===== config.mk =====
export PLATFORM = sky130hd
export DESIGN_NAME = sar_latency_seq
export DESIGN_NICKNAME = d
export VERILOG_FILES = /design/src/rtl/sar_seq_pkg.sv /design/src/rtl/sar_conv_ctrl.sv /design/src/rtl/sar_latency_tracker.sv /design/src/rtl/sar_chan_gate.sv /design/src/rtl/sar_latency_seq.sv
export SDC_FILE = /design/constraint.sdc
export NUM_CORES = 1
export LEC_CHECK = 0
export CELL_PAD_IN_SITES_DETAIL_PLACEMENT = 1
export CELL_PAD_IN_SITES_GLOBAL_PLACEMENT = 2
export CORE_ASPECT_RATIO = 1.5
export CORE_MARGIN = 4
export CORE_UTILIZATION = 29
export CTS_BUF_LIST = sky130_fd_sc_hd__clkbuf_4
export DETAILED_ROUTE_END_ITERATION = 6
export PLACE_DENSITY = 0.95
export SYNTH_ARGS = -nofsm -noshare
export SYNTH_HDL_FRONTEND = slang
export SYNTH_SLANG_ARGS = --single-unit

===== constraint.sdc =====
create_clock -name clk -period 4.1 [get_ports clk]
set_clock_uncertainty 0.05 [all_clocks]
set_input_delay 0.82 -clock clk [delete_from_list [all_inputs] [get_ports clk]]
set_output_delay 0.82 -clock clk [all_outputs]
set_load 0.05 [all_outputs]

===== src/rtl/sar_seq_pkg.sv =====
package sar_seq_pkg;

  typedef enum logic [1:0] {
    CS_IDLE  = 2'd0,
    CS_START = 2'd1,
    CS_BUSY  = 2'd2
  } conv_state_e;

  function automatic int unsigned umax(int unsigned a, int unsigned b);
    return (a > b) ? a : b;
  endfunction

endpackage


===== src/rtl/sar_conv_ctrl.sv =====
module sar_conv_ctrl
  import sar_seq_pkg::*;
(
  input  logic clk,
  input  logic rst,
  input  logic go,
  input  logic busy,
  output logic conv_start,
  output logic idle,
  output logic done
);

  conv_state_e state;

  always_ff @(posedge clk) begin
    if (rst) begin
      state      <= CS_IDLE;
      conv_start <= 1'b0;
    end else begin
      case (state)
        CS_IDLE: if (go) begin
          conv_start <= 1'b1;
          state      <= CS_START;
        end
        CS_START: if (busy) begin
          conv_start <= 1'b0;
          state      <= CS_BUSY;
        end
        CS_BUSY: if (!busy) state <= CS_IDLE;
        default: state <= CS_IDLE;
      endcase
    end
  end

  assign idle = (state == CS_IDLE);
  assign done = (state == CS_BUSY) && !busy;

endmodule


===== src/rtl/sar_latency_tracker.sv =====
module sar_latency_tracker
  import sar_seq_pkg::*;
#(
  parameter int unsigned POWERUP_DISCARD = 2,
  parameter int unsigned DISCARD_NORMAL  = 0,
  parameter int unsigned DISCARD_TURBO   = 1,
  parameter int unsigned DISCARD_RANGE   = 1,
  parameter int unsigned CNT_W           = 2
) (
  input  logic             clk,
  input  logic             rst,
  input  logic             cfg_wr,
  input  logic             cfg_turbo,
  input  logic             cfg_narrow,
  input  logic             idle,
  input  logic             done,
  output logic             range_sel,
  output logic             turbo_q,
  output logic             cfg_pend,
  output logic [CNT_W-1:0] dummy_left
);

  logic             sh_turbo, sh_narrow;
  logic             apply;
  logic [CNT_W-1:0] need_mode, need_rng, need, armed;

  assign apply = idle && cfg_pend;

  always_comb begin
    need_mode = sh_turbo ? CNT_W'(DISCARD_TURBO) : CNT_W'(DISCARD_NORMAL);
    need_rng  = (sh_narrow != range_sel) ? CNT_W'(DISCARD_RANGE) : '0;
    need      = (need_mode > need_rng) ? need_mode : need_rng;
    armed     = (need > dummy_left) ? need : dummy_left;
  end

  always_ff @(posedge clk) begin
    if (rst) begin
      cfg_pend   <= 1'b0;
      sh_turbo   <= 1'b0;
      sh_narrow  <= 1'b0;
      range_sel  <= 1'b0;
      turbo_q    <= 1'b0;
      dummy_left <= CNT_W'(POWERUP_DISCARD);
    end else begin
      if (apply) begin
        turbo_q    <= sh_turbo;
        range_sel  <= sh_narrow;
        dummy_left <= armed;
      end else if (done && dummy_left != '0) begin
        dummy_left <= dummy_left - 1'b1;
      end
      if (cfg_wr) begin
        cfg_pend  <= 1'b1;
        sh_turbo  <= cfg_turbo;
        sh_narrow <= cfg_narrow;
      end else if (apply) begin
        cfg_pend <= 1'b0;
      end
    end
  end

endmodule


===== src/rtl/sar_chan_gate.sv =====
module sar_chan_gate #(
  parameter int unsigned CH_W          = 3,
  parameter int unsigned SETTLE_CYCLES = 16
) (
  input  logic            clk,
  input  logic            rst,
  input  logic            chan_req,
  input  logic [CH_W-1:0] chan_in,
  output logic [CH_W-1:0] chan_sel,
  output logic            chan_ready
);

  localparam int unsigned SW = $clog2(SETTLE_CYCLES + 1) + 1;

  logic [SW-1:0]   settle_cnt;
  logic            pend;
  logic [CH_W-1:0] pend_ch;
  logic            expired;

  assign expired = (settle_cnt == '0);

  always_ff @(posedge clk) begin
    if (rst) begin
      settle_cnt <= '0;
      pend       <= 1'b0;
      pend_ch    <= '0;
      chan_sel   <= '0;
    end else if (expired && (chan_req || pend)) begin
      chan_sel   <= chan_req ? chan_in : pend_ch;
      settle_cnt <= SW'(SETTLE_CYCLES);
      pend       <= 1'b0;
    end else begin
      if (!expired) settle_cnt <= settle_cnt - 1'b1;
      if (chan_req) begin
        pend    <= 1'b1;
        pend_ch <= chan_in;
      end
    end
  end

  assign chan_ready = expired && !pend;

endmodule


===== src/rtl/sar_latency_seq.sv =====
module sar_latency_seq
  import sar_seq_pkg::*;
#(
  parameter int unsigned DATA_W          = 16,
  parameter int unsigned CH_W            = 3,
  parameter int unsigned POWERUP_DISCARD = 2,
  parameter int unsigned DISCARD_NORMAL  = 0,
  parameter int unsigned DISCARD_TURBO   = 1,
  parameter int unsigned DISCARD_RANGE   = 1,
  parameter int unsigned SETTLE_CYCLES   = 16
) (
  input  logic              clk,
  input  logic              rst,
  input  logic              conv_req,
  input  logic              cfg_wr,
  input  logic              cfg_turbo,
  input  logic              cfg_narrow,
  output logic              conv_start,
  input  logic              busy,
  input  logic [DATA_W-1:0] adc_data,
  output logic              range_sel,
  output logic [DATA_W-1:0] res_data,
  output logic              res_valid,
  output logic              res_discard,
  input  logic              chan_req,
  input  logic [CH_W-1:0]   chan_in,
  output logic [CH_W-1:0]   chan_sel,
  output logic              chan_ready
);

  localparam int unsigned MAX_DISCARD =
    umax(umax(POWERUP_DISCARD, DISCARD_NORMAL), umax(DISCARD_TURBO, DISCARD_RANGE));
  localparam int unsigned CNT_W = $clog2(MAX_DISCARD + 2);

  logic             idle, done, go, cfg_pend, turbo_q;
  logic [CNT_W-1:0] dummy_left;

  assign go = idle && !cfg_pend && (conv_req || dummy_left != '0);

  sar_conv_ctrl u_ctrl (
    .clk        (clk),
    .rst        (rst),
    .go         (go),
    .busy       (busy),
    .conv_start (conv_start),
    .idle       (idle),
    .done       (done)
  );

  sar_latency_tracker #(
    .POWERUP_DISCARD (POWERUP_DISCARD),
    .DISCARD_NORMAL  (DISCARD_NORMAL),
    .DISCARD_TURBO   (DISCARD_TURBO),
    .DISCARD_RANGE   (DISCARD_RANGE),
    .CNT_W           (CNT_W)
  ) u_track (
    .clk        (clk),
    .rst        (rst),
    .cfg_wr     (cfg_wr),
    .cfg_turbo  (cfg_turbo),
    .cfg_narrow (cfg_narrow),
    .idle       (idle),
    .done       (done),
    .range_sel  (range_sel),
    .turbo_q    (turbo_q),
    .cfg_pend   (cfg_pend),
    .dummy_left (dummy_left)
  );

  sar_chan_gate #(
    .CH_W          (CH_W),
    .SETTLE_CYCLES (SETTLE_CYCLES)
  ) u_gate (
    .clk        (clk),
    .rst        (rst),
    .chan_req   (chan_req),
    .chan_in    (chan_in),
    .chan_sel   (chan_sel),
    .chan_ready (chan_ready)
  );

  always_ff @(posedge clk) begin
    if (rst) begin
      res_data    <= '0;
      res_valid   <= 1'b0;
      res_discard <= 1'b0;
    end else begin
      res_valid   <= done && (dummy_left == '0);
      res_discard <= done && (dummy_left != '0);
      if (done) res_data <= adc_data;
    end
  end

endmodule


==> metrics <==
most common cell after layout, fill and taps aside clkdlybuf4s50_1; Pre-antenna DRT Iters 3; slowest cell delay on critical path 0.85 ns; Clock Latency Late Sink 0.34 ns; Critical Path RT 3.23 ns; GRT overflow 0; Final Hold Viols 0; Setup Buffers After CTS 0; CP Cell Sequence inv_1, ha_1, or3b_1, nor4_1, clkdlybuf4s50_1; synth unique cells 33; n_diodes 0; initial core utilization 0.297; Crit. End Element output port; # DRC 0; most frequent cells in the layout 50 x clkdlybuf4s50_1, 40 x dfxtp_1, 36 x nand2_1; Final Util 0.415; first-pass GRT wire length 6.53 mm; vias in the first global route 1,491; Worst IR Drop VDD 0.363 mV; Slew headroom 0.293; share of cells above drive strength 1 0.0736; Post-synth EDFFs 0; final setup violating endpoints 0; routability cong. 0.661; worst slew pin tran 1.06 ns; initial antenna violation count 0; initial drt markers 42; die area 0.00683 mm2; Via-to-Cell Ratio 4.63; FMAX 293 MHz; DIE HEIGHT 99.2 um; Tmin final 3.41 ns; Post-CTS Hold Buffers 0; port bufs 50; largest net degree at the start of global routing 29; CTS root buf clkbuf_4; row count 33; number of I/O pins 51; drt wl/cell 12.7 um; status finished, final reports clean; Die W 68.8 um; hold crit path type register to register; CTS Sinks 40; CP Buf/Inv Count 2; core area 0.00541 mm2; TritonCTS buffer count 5; post-DP HPWL 2.85 mm; WP data arrival 2.54 ns; Critical Path Source Type register; Crit Path Max Fanout 6; CTS clock-pin slew for the worst setup and hold paths 0.12 ns; vias 1,394; pwr/cell area 529 mW/mm2; Final Net Count 260; Seq/Total Area, Yosys 0.498; syn nets 211; Final Slew Violations 0; PostCTS Resize Cnt 0; CTS tree done; Layout area overhead 39.5%; WS Path Type register to output port; critical path's slowest cell clkdlybuf4s50_1; Final Cycle Share 0.832; antenna viol nets, final 0; Mapped Cells 181; RSZ-0062 raised after global routing false; MaxCap Viol Count 0; H-tree levels 2; Mapped Avg Cell Area 8.89 um2; Top Family by Delay on Critical Path buffers and inverters; setup_tns 0 ns; Leak Pwr 0.817 nW; ys flop type dfxtp_1; GRT Util Overall 0.124; async set-reset flop share out of synthesis 0; Yosys warning total 0; mapped cell area 0.00161 mm2; flops & latches, synth 40; Max clock buf depth 2; routed wire length 3.83 mm
==> sequential cells by signal, summed over array words and instances (netlist names), 2 cells and up <==
| name | cells |
|---|---|
| u_gate.settle_cnt | 6 |
| u_track.dummy_left | 2 |
| u_ctrl.state | 2 |
| res_data | 16 |
| u_gate.pend_ch | 3 |
| u_gate.chan_sel | 3 |
==> cell type report <==
type                            instances  area [um2]
Tap cell                               70        87.6
Sequential cell                        40         801
Multi-Input combinational cell        125         738
Clock buffer                            6        45.0
Fill cell                             645        3160
Timing Repair Buffer                   52         515
Inverter                                6        22.5
Clock inverter                          2        35.0
==> final timing paths <==
kind | from | endpoint | slack, ns | cells past startpoint
setup reg to reg | u_gate.settle_cnt[0] | u_gate.chan_sel[0] | 2.11 | 6
hold reg to reg | res_data[4] | res_data[4] | 0.41 | 2
hold / removal | res_data[4] | res_data[4] | 0.41 | 2
setup / recovery | u_gate.settle_cnt[0] | chan_ready | 0.69 | 5
==> cells in the mapped netlist (2+ instances only) <==
master	instances	area [um2]
dfxtp_1	40	801
nand2_1	36	135
a21oi_1	23	115
nor2_1	16	60.1
mux2i_1	9	90.1
clkbuf_1	7	26.3
inv_1	6	22.5
nor3_1	6	30.0
a211oi_1	4	30.0
ha_1	3	37.5
o21ai_0	3	15.0
a211o_1	2	17.5
buf_2	2	10.0
nand3_1	2	10.0
or2_2	2	12.5
or4_1	2	15.0
xnor2_1	2	17.5
==> per-stage QoR <==
| step | setup WS (ns) | cell area [um2] | hold slack, ns | std cells | power, mW |
|---|---|---|---|---|---|
| 3_5_place_dp | 1.05 | 2160 | 0.397 | 293 | 0.942 |
| 6_report | 0.689 | 2240 | 0.411 | 301 | 1.19 |
| 4_1_cts | 0.648 | 2240 | 0.415 | 301 | 1.21 |
| 3_3_place_gp | 1.11 | 2160 | 0.392 | 293 | 0.928 |
| 5_1_grt | 0.584 | 2240 | 0.435 | 301 | 1.26 |
| 2_1_floorplan | 0.739 | 1610 | 0.402 | 181 | 0.822 |
==> power breakdown <==
part           leakage (nW)  internal (mW)  switching [mW]
Combinational         0.445          0.175           0.241
Sequential            0.327          0.448          0.0646
Clock                0.0456          0.135           0.126
==> cell families (layout without fill, tap and decap cells) <==
logic type,after synthesis,count (layout),share of synthesized area
muxes,9,9,0.0560
xor gates and xnor gates,3,3,0.0163
adders and majority gates,3,3,0.0233
buffers and inverters,16,66,0.0435
DFF,40,40,0.498
AOI/OAI and AO/OA,36,36,0.137
and+or+nand+nor,74,74,0.226
==> worst reg2reg max path, cell delays in order (launching register included) <==
cell and delay [ns]:
dfxtp_1 0.36, inv_1 0.07, ha_1 0.19, or3b_1 0.51, nor4_4 0.42, nor2_1 0.07, a211oi_1 0.22
==> routing by layer <==
| layer | routed length, um | track usage |
|---|---|---|
| met1 | 1540 | 0.129 |
| met2 | 2020 | 0.227 |
| met3 | 196 | 0.0226 |
| met4 | 70 | 0.0586 |
| met5 | 0 | 0 |
Power figures use the tool's default switching activity.
